## src/rtl/tex_rate_pkg.sv

```systemverilog
package tex_rate_pkg;

  localparam int MAX_COST = 8;
  localparam int COST_W   = 4;
  localparam int SUB_W    = 3;

  typedef enum logic [1:0] {
    TF_UNORM8    = 2'd0,
    TF_HALF      = 2'd1,
    TF_FLOAT     = 2'd2,
    TF_FLOAT_ALT = 2'd3
  } tex_fmt_e;

  // Price of one request in 8-bit bilerp units.
  function automatic logic [COST_W-1:0] bilerp_cost(input logic [1:0] fmt,
                                                    input logic aniso);
    logic [COST_W-1:0] unit;
    case (tex_fmt_e'(fmt))
      TF_UNORM8: unit = 4'd1;
      TF_HALF:   unit = 4'd2;
      default:   unit = 4'd4;
    endcase
    bilerp_cost = aniso ? (unit << 1) : unit;
  endfunction

endpackage

```

## src/rtl/trs_lane_cost.sv

```systemverilog
module trs_lane_cost
  import tex_rate_pkg::*;
#(
  parameter int LANES = 4
) (
  input  logic [2*LANES-1:0]      fmt,
  input  logic [LANES-1:0]        aniso,
  output logic [LANES*COST_W-1:0] cost
);

  for (genvar i = 0; i < LANES; i++) begin : g_lane
    assign cost[i*COST_W +: COST_W] = bilerp_cost(fmt[2*i +: 2], aniso[i]);
  end

endmodule

```

## src/rtl/trs_accept.sv

```systemverilog
module trs_accept
  import tex_rate_pkg::*;
#(
  parameter int LANES  = 4,
  parameter int BUDGET = 8,
  parameter int SUM_W  = 6,
  parameter int TAKE_W = 3
) (
  input  logic                    blocked,
  input  logic [LANES-1:0]        valid,
  input  logic [LANES*COST_W-1:0] cost,
  output logic [LANES-1:0]        take,
  output logic [LANES*SUM_W-1:0]  base,
  output logic                    split,
  output logic [TAKE_W-1:0]       take_cnt
);

  localparam logic [SUM_W-1:0] BUD_S = SUM_W'(BUDGET);

  // In-order walk over the lanes; the first misfit stops the walk.
  always_comb begin
    logic [SUM_W-1:0] used;
    logic [SUM_W-1:0] c;
    logic             stop;
    used     = '0;
    stop     = blocked;
    take     = '0;
    base     = '0;
    split    = 1'b0;
    take_cnt = '0;
    for (int i = 0; i < LANES; i++) begin
      c = SUM_W'(cost[i*COST_W +: COST_W]);
      base[i*SUM_W +: SUM_W] = used;
      if (!stop && valid[i]) begin
        if (used + c <= BUD_S) begin
          take[i]  = 1'b1;
          used     = used + c;
          take_cnt = take_cnt + TAKE_W'(1);
        end else if (used == '0) begin
          take[i]  = 1'b1;
          split    = 1'b1;
          used     = BUD_S;
          stop     = 1'b1;
          take_cnt = take_cnt + TAKE_W'(1);
        end else begin
          stop = 1'b1;
        end
      end else begin
        stop = 1'b1;
      end
    end
  end

endmodule

```

## src/rtl/trs_slot_pack.sv

```systemverilog
module trs_slot_pack
  import tex_rate_pkg::*;
#(
  parameter int LANES  = 4,
  parameter int BUDGET = 8,
  parameter int PIXW   = 8,
  parameter int SUM_W  = 6
) (
  input  logic [LANES-1:0]        seg_en,
  input  logic [LANES*SUM_W-1:0]  seg_base,
  input  logic [LANES*COST_W-1:0] seg_len,
  input  logic [LANES*PIXW-1:0]   seg_pix,
  input  logic [LANES*SUB_W-1:0]  seg_sub0,
  output logic [BUDGET-1:0]       vld,
  output logic [BUDGET*PIXW-1:0]  pix,
  output logic [BUDGET*SUB_W-1:0] sub
);

  for (genvar s = 0; s < BUDGET; s++) begin : g_slot
    logic             v;
    logic [PIXW-1:0]  p;
    logic [SUB_W-1:0] sb;

    always_comb begin
      logic [SUM_W-1:0] lo;
      logic [SUM_W-1:0] hi;
      logic [SUM_W-1:0] here;
      here = SUM_W'(s);
      v  = 1'b0;
      p  = '0;
      sb = '0;
      for (int i = 0; i < LANES; i++) begin
        lo = seg_base[i*SUM_W +: SUM_W];
        hi = lo + SUM_W'(seg_len[i*COST_W +: COST_W]);
        if (seg_en[i] && here >= lo && here < hi) begin
          v  = 1'b1;
          p  = seg_pix[i*PIXW +: PIXW];
          sb = seg_sub0[i*SUB_W +: SUB_W] + SUB_W'(here - lo);
        end
      end
    end

    assign vld[s]                = v;
    assign pix[s*PIXW +: PIXW]   = p;
    assign sub[s*SUB_W +: SUB_W] = sb;
  end

endmodule

```

## src/rtl/tex_bilerp_sched.sv

```systemverilog
module tex_bilerp_sched
  import tex_rate_pkg::*;
#(
  parameter int LANES  = 4,
  parameter int BUDGET = 8,
  parameter int PIXW   = 8,
  localparam int TAKE_W = $clog2(LANES + 1)
) (
  input  logic                    clk,
  input  logic                    rst_n,
  input  logic [LANES-1:0]        in_valid,
  input  logic [2*LANES-1:0]      in_fmt,
  input  logic [LANES-1:0]        in_aniso,
  input  logic [LANES*PIXW-1:0]   in_pix,
  output logic                    in_ready,
  output logic [TAKE_W-1:0]       in_take_cnt,
  output logic [BUDGET-1:0]       slot_vld,
  output logic [BUDGET*PIXW-1:0]  slot_pix,
  output logic [BUDGET*SUB_W-1:0] slot_sub
);

  localparam int SUM_W = $clog2(LANES * MAX_COST + BUDGET + 1);
  localparam logic [COST_W-1:0] BUD_C = COST_W'(BUDGET);

  logic [LANES*COST_W-1:0] lane_cost;
  logic [LANES-1:0]        take;
  logic [LANES*SUM_W-1:0]  base;
  logic                    split;
  logic [TAKE_W-1:0]       take_cnt;

  // Spread-request state
  logic              busy_q;
  logic [COST_W-1:0] rem_q;
  logic [SUB_W-1:0]  off_q;
  logic [PIXW-1:0]   hpix_q;
  logic [COST_W-1:0] hold_len;

  // Named internal events
  logic split_start;
  logic spill_last;

  logic [LANES-1:0]        seg_en;
  logic [LANES*SUM_W-1:0]  seg_base;
  logic [LANES*COST_W-1:0] seg_len;
  logic [LANES*PIXW-1:0]   seg_pix;
  logic [LANES*SUB_W-1:0]  seg_sub0;

  logic [BUDGET-1:0]       pk_vld;
  logic [BUDGET*PIXW-1:0]  pk_pix;
  logic [BUDGET*SUB_W-1:0] pk_sub;

  trs_lane_cost #(.LANES(LANES)) u_cost (
    .fmt   (in_fmt),
    .aniso (in_aniso),
    .cost  (lane_cost)
  );

  trs_accept #(
    .LANES(LANES), .BUDGET(BUDGET), .SUM_W(SUM_W), .TAKE_W(TAKE_W)
  ) u_accept (
    .blocked  (busy_q),
    .valid    (in_valid),
    .cost     (lane_cost),
    .take     (take),
    .base     (base),
    .split    (split),
    .take_cnt (take_cnt)
  );

  assign hold_len    = (rem_q > BUD_C) ? BUD_C : rem_q;
  assign split_start = !busy_q && split;
  assign spill_last  = busy_q && (rem_q <= BUD_C);
  assign in_ready    = !busy_q;
  assign in_take_cnt = take_cnt;

  // Segment list: the held request alone while spreading, else the grants.
  always_comb begin
    seg_en   = take;
    seg_base = base;
    seg_len  = lane_cost;
    seg_pix  = in_pix;
    seg_sub0 = '0;
    if (busy_q) begin
      seg_en                 = '0;
      seg_en[0]              = 1'b1;
      seg_base               = '0;
      seg_len[0 +: COST_W]   = hold_len;
      seg_pix[0 +: PIXW]     = hpix_q;
      seg_sub0[0 +: SUB_W]   = off_q;
    end else if (split) begin
      seg_len[0 +: COST_W]   = BUD_C;
    end
  end

  trs_slot_pack #(
    .LANES(LANES), .BUDGET(BUDGET), .PIXW(PIXW), .SUM_W(SUM_W)
  ) u_pack (
    .seg_en   (seg_en),
    .seg_base (seg_base),
    .seg_len  (seg_len),
    .seg_pix  (seg_pix),
    .seg_sub0 (seg_sub0),
    .vld      (pk_vld),
    .pix      (pk_pix),
    .sub      (pk_sub)
  );

  always_ff @(posedge clk) begin
    if (!rst_n) begin
      busy_q   <= 1'b0;
      rem_q    <= '0;
      off_q    <= '0;
      hpix_q   <= '0;
      slot_vld <= '0;
      slot_pix <= '0;
      slot_sub <= '0;
    end else begin
      slot_vld <= pk_vld;
      slot_pix <= pk_pix;
      slot_sub <= pk_sub;
      if (busy_q) begin
        rem_q  <= rem_q - hold_len;
        off_q  <= off_q + SUB_W'(hold_len);
        busy_q <= !spill_last;
      end else if (split_start) begin
        busy_q <= 1'b1;
        rem_q  <= lane_cost[0 +: COST_W] - BUD_C;
        off_q  <= SUB_W'(BUDGET);
        hpix_q <= in_pix[0 +: PIXW];
      end
    end
  end

  // Grants stay frozen while a spread request is streaming
  p_hold_input_r8: assert property (@(posedge clk) disable iff (!rst_n)
    !in_ready |-> in_take_cnt == '0);

  // Final portion releases the input on the next clock
  p_spill_release_r8: assert property (@(posedge clk) disable iff (!rst_n)
    spill_last |=> in_ready);

  // An oversize grant blocks the input on the next clock
  p_split_blocks_r8: assert property (@(posedge clk) disable iff (!rst_n)
    split_start |=> !in_ready);

  // A grant shows up in slot 0 one clock later
  p_issue_next_r5: assert property (@(posedge clk) disable iff (!rst_n)
    (in_take_cnt != '0) |=> slot_vld[0]);

  // Valid slots are a contiguous run from slot 0
  p_slots_packed_r4: assert property (@(posedge clk) disable iff (!rst_n)
    $onehot0(slot_vld + {{(BUDGET-1){1'b0}}, 1'b1}));

  // Granted lanes form a prefix
  p_prefix_r3: assert property (@(posedge clk) disable iff (!rst_n)
    $onehot0(take + {{(LANES-1){1'b0}}, 1'b1}));

endmodule

```

## config.mk

```make
export PLATFORM = sky130hd
export DESIGN_NAME = tex_bilerp_sched
export DESIGN_NICKNAME = d
export VERILOG_FILES = /design/src/rtl/tex_rate_pkg.sv /design/src/rtl/trs_lane_cost.sv /design/src/rtl/trs_accept.sv /design/src/rtl/trs_slot_pack.sv /design/src/rtl/tex_bilerp_sched.sv
export SDC_FILE = /design/constraint.sdc
export NUM_CORES = 1
export LEC_CHECK = 0
export ABC_AREA = 1
export BUFFER_PORTS_ARGS = -buffer_cell sky130_fd_sc_hd__buf_2
export CAP_MARGIN = 40
export CORE_UTILIZATION = 40
export DETAILED_ROUTE_END_ITERATION = 12
export PLACE_DENSITY = 0.57
export SYNTH_ARGS = -nofsm -noshare
export SYNTH_HDL_FRONTEND = slang
export SYNTH_HIERARCHICAL = 1
export SYNTH_SLANG_ARGS = --single-unit
```

## constraint.sdc

```tcl
create_clock -name clk -period 10.5 [get_ports clk]
set_clock_uncertainty 0.2 [all_clocks]
set_input_delay 0.525 -clock clk [delete_from_list [all_inputs] [get_ports clk]]
set_output_delay 0.525 -clock clk [all_outputs]
set_load 0.05 [all_outputs]
```

==> flow_metrics.env <==
export IMPL_outcome="finished, final reports clean"
export IMPL_crit_path_frequent_cell="sky130_fd_sc_hd__nand2_1"
export IMPL_grt_pass1_vias=11400
export IMPL_setup_total_negative_slack_ns=0
export IMPL_cts_h_tree_lvls=3
export IMPL_grt_remaining_overflow=0
export IMPL_post_route_cells_drive_above_1_share_pct=12.8
export IMPL_netlist_area_before_placement_um2=11600
export IMPL_globalRouteMet1Util_pct=34.4
export IMPL_routabilityCongestion=0.992
export IMPL_synthMostInstantiatedCell="sky130_fd_sc_hd__nand2_1"
export IMPL_finalHoldViolCount=0
export IMPL_cts_resized=0
export IMPL_slowest_stage="sky130_fd_sc_hd__nor2_1"
export IMPL_drt_wl_total_um=39600
export IMPL_stdcell_count=2464
export IMPL_post_synthesis_cell_type_with_the_largest_combined_area="sky130_fd_sc_hd__nand2_1"
export IMPL_finalCoreUtilization_pct=45.2
export IMPL_areaGrowthSynthToFinish_pct=9.82
export IMPL_groute_layer_met2_usage_pct=44.5
export IMPL_busiest_layer="met2"
export IMPL_finish_net_count=2212
export IMPL_worst_ep_required_time_ns=10.62
export IMPL_synth_top_area_share_pct=19.4
export IMPL_synth_cell_type_count=52
export IMPL_coreArea_um2=28100
export IMPL_cts_reportedPaths_clkPinSlew_ns=0.07
export IMPL_grt_start_max_net_pins=72
export IMPL_synth_top_family_by_area="simple AND/OR/NAND/NOR gates"
export IMPL_chipWidth_um=172
export IMPL_viasPerCell=5.08
export IMPL_initial_core_util_pct=41.2
export IMPL_synth_edf_count=0
export IMPL_power_density_nw_per_um2=107
export IMPL_power_leakage_nw=7.63
export IMPL_max_clock_path_buffers=2
export IMPL_layout_min_cycle_time_ns=8.64
export IMPL_cts_buffers=9
export IMPL_holdCritPathClass="input pin to register"
export IMPL_cts_setup_buffers=0
export IMPL_detailedRoute_firstIterationViolations=1068
export IMPL_synthMuxAreaShare_pct=0
export IMPL_worstRegToRegCells=50
export IMPL_netlist_instances=1989
export IMPL_setup_ws_ns=1.86
export IMPL_clock_sinks=112
export IMPL_design_die_area_um2=29600
export IMPL_drc=0
export IMPL_min_delay_path_depth=3
export IMPL_drtAntennaViolNets=0
export IMPL_dpl_cell_count=2448
export IMPL_final_max_slew_violation_count=0
export IMPL_port_buffer_count=149
export IMPL_synthTopCellsByArea="sky130_fd_sc_hd__nand2_1 19%, sky130_fd_sc_hd__dfxtp_1 19%, sky130_fd_sc_hd__nand3_1 14%"
export IMPL_worstSetupPathType="register to register"
export IMPL_peakVddDrop_v=0.0000841
export IMPL_synth_async_reset_ratio_pct=0
export IMPL_ioPinCount=150
export IMPL_antenna_found_initial=0
export IMPL_gr_usage_all_layers_pct=27.4
export IMPL_achievable_frequency_ghz=0.116
export IMPL_vias=12500
export IMPL_number_of_antenna_cells_inserted=0
export IMPL_worst_setup_slack_before_clock_tree_synthesis_ns=1.62
export IMPL_synth_compound_area_share_pct=6.53
export IMPL_final_setup_viol_count=0
export IMPL_yosys_top_cells_count="598 x sky130_fd_sc_hd__nand2_1, 339 x sky130_fd_sc_hd__inv_1, 314 x sky130_fd_sc_hd__nand3_1"
export IMPL_worst_slew_pin_slew_ns=0.890
export IMPL_drv_max_cap_violation_count=0
export IMPL_ys_seq_elements=112
export IMPL_wire_per_inst_um=16.1
export IMPL_synth_seq_area_share_pct=19.4
export IMPL_grt_first_pass_wirelength_um=61900
export IMPL_fin_crit_sh_pct=82.3
export IMPL_use_met3_pct=4.21
export IMPL_num_rows=61
export IMPL_yosys_area_share_adder_pct=9.80
export IMPL_syn_area_per_cell_um2=5.82
export IMPL_grt_setup_unrepaired="no"
export IMPL_power_total_mw=1.35
export IMPL_max_slew_margin_rel_pct=40.7
export IMPL_crit_fanout=40
export IMPL_clock_latency_ns=0.37
export IMPL_die_height_um=172
export IMPL_yosys_warnings=6
export IMPL_synth_area_in_xor_xnor_pct=3.74
export IMPL_clockRootBuffer="sky130_fd_sc_hd__clkbuf_16"
export IMPL_drtPass1Iterations=6
export IMPL_cts_tree="built"
export IMPL_synth_main_ff_cell="sky130_fd_sc_hd__dfxtp_1"
export IMPL_timing_critical_path_arrival_ns=8.76
export IMPL_dp_final_hpwl_um=31000
export IMPL_yosys_area_share_simple_pct=43.0
export IMPL_max_stage_delay_ns=0.69
export IMPL_worst_setup_path_end_kind="register"
export IMPL_cts_hold_buffers=0
export IMPL_critPathLaunchType="register"
-- worst paths after layout --
kind	endpoint	slack (ns)	start
worst min-delay path	hpix_q[6]	0.25	in_pix[6]
worst max-delay path	slot_pix[32]	1.86	busy_q
worst max register to register	slot_pix[32]	1.86	busy_q
worst min register to register	hpix_q[5]	0.26	hpix_q[5]
-- where the power goes --
group / leakage, nW / total [mW] / internal [mW] / switching (mW)
Clock: 0.126 / 0.329 / 0.161 / 0.168
Combinational: 6.60 / 0.574 / 0.163 / 0.411
Sequential: 0.907 / 0.451 / 0.445 / 0.00658
Total: 7.63 / 1.35 / 0.768 / 0.586
-- routing by layer --
| layer | part of all wire (%) | vias to the layer above |
|---|---|---|
| met2 | 45 | 513 |
| li1 | - | 6246 |
| met3 | 7.5 | 112 |
| met4 | 5.2 | 0 |
| met1 | 42 | 5643 |
| met5 | 0 | - |
-- area by class of cell --
class | instances | area, um^2
Fill cell | 3192 | 15400
Multi-Input combinational cell | 1416 | 7400
Sequential cell | 112 | 2240
Inverter | 368 | 1390
Timing Repair Buffer | 174 | 933
Tap cell | 378 | 473
Clock buffer | 11 | 233
Clock inverter | 5 | 33.8
-- cells in the final DEF (no fill, tap or decap), types with 4 or more instances in the layout --
cell                        count
sky130_fd_sc_hd__inv_2         15
sky130_fd_sc_hd__nand2_4        7
sky130_fd_sc_hd__nor2_1       123
sky130_fd_sc_hd__fa_1          16
sky130_fd_sc_hd__nor2_2         8
sky130_fd_sc_hd__or2_1          4
sky130_fd_sc_hd__clkinv_1      12
sky130_fd_sc_hd__nand2_1      598
sky130_fd_sc_hd__nor3_1         7
sky130_fd_sc_hd__dfxtp_1      112
sky130_fd_sc_hd__buf_4         25
sky130_fd_sc_hd__xnor2_1       22
sky130_fd_sc_hd__clkbuf_16      9
sky130_fd_sc_hd__ha_1          65
sky130_fd_sc_hd__inv_1        339
sky130_fd_sc_hd__xor2_1        20
sky130_fd_sc_hd__o21ai_2        4
sky130_fd_sc_hd__conb_1        28
sky130_fd_sc_hd__nand2_2       20
sky130_fd_sc_hd__o21ai_1       36
sky130_fd_sc_hd__nand3_1      314
sky130_fd_sc_hd__nand4_1       26
sky130_fd_sc_hd__nand3b_1       4
sky130_fd_sc_hd__o21ai_0       32
sky130_fd_sc_hd__nor2_4         4
sky130_fd_sc_hd__buf_2        149
sky130_fd_sc_hd__o211ai_1       9
sky130_fd_sc_hd__a21oi_1       40
-- cells by family after synthesis --
kind of cell,count (synthesis)
buffers and inverters,486
and+or+nand+nor,1128
DFF,112
adders and majority gates,81
other,3
AOI/OAI and AO/OA,133
xor gates and xnor gates,46
-- worst max-delay path: cells and delay by family (launching register included) --
family	cells	cell delay, ns
fa+ha+maj	7	2.04
buf+inv	9	0.85
compound gates	3	0.59
flops	1	0.30
xor+xnor	3	0.60
simple gates	28	3.96
-- flip-flops by register name, summed over array words and instances (netlist names) --
register	flops
hpix_q	8
rem_q	4
slot_vld	8
busy_q	1
slot_sub	24
off_q	3
slot_pix	64
-- per-stage QoR --
stage / hold WS [ns] / instance area, um^2
2_1_floorplan: 0.229 / 11700
3_3_place_gp: 0.240 / 12300
3_5_place_dp: 0.245 / 12400
4_1_cts: 0.236 / 12700
5_1_grt: 0.250 / 12700
6_report: 0.249 / 12700
No activity file was read; power rests on OpenSTA's default activity.
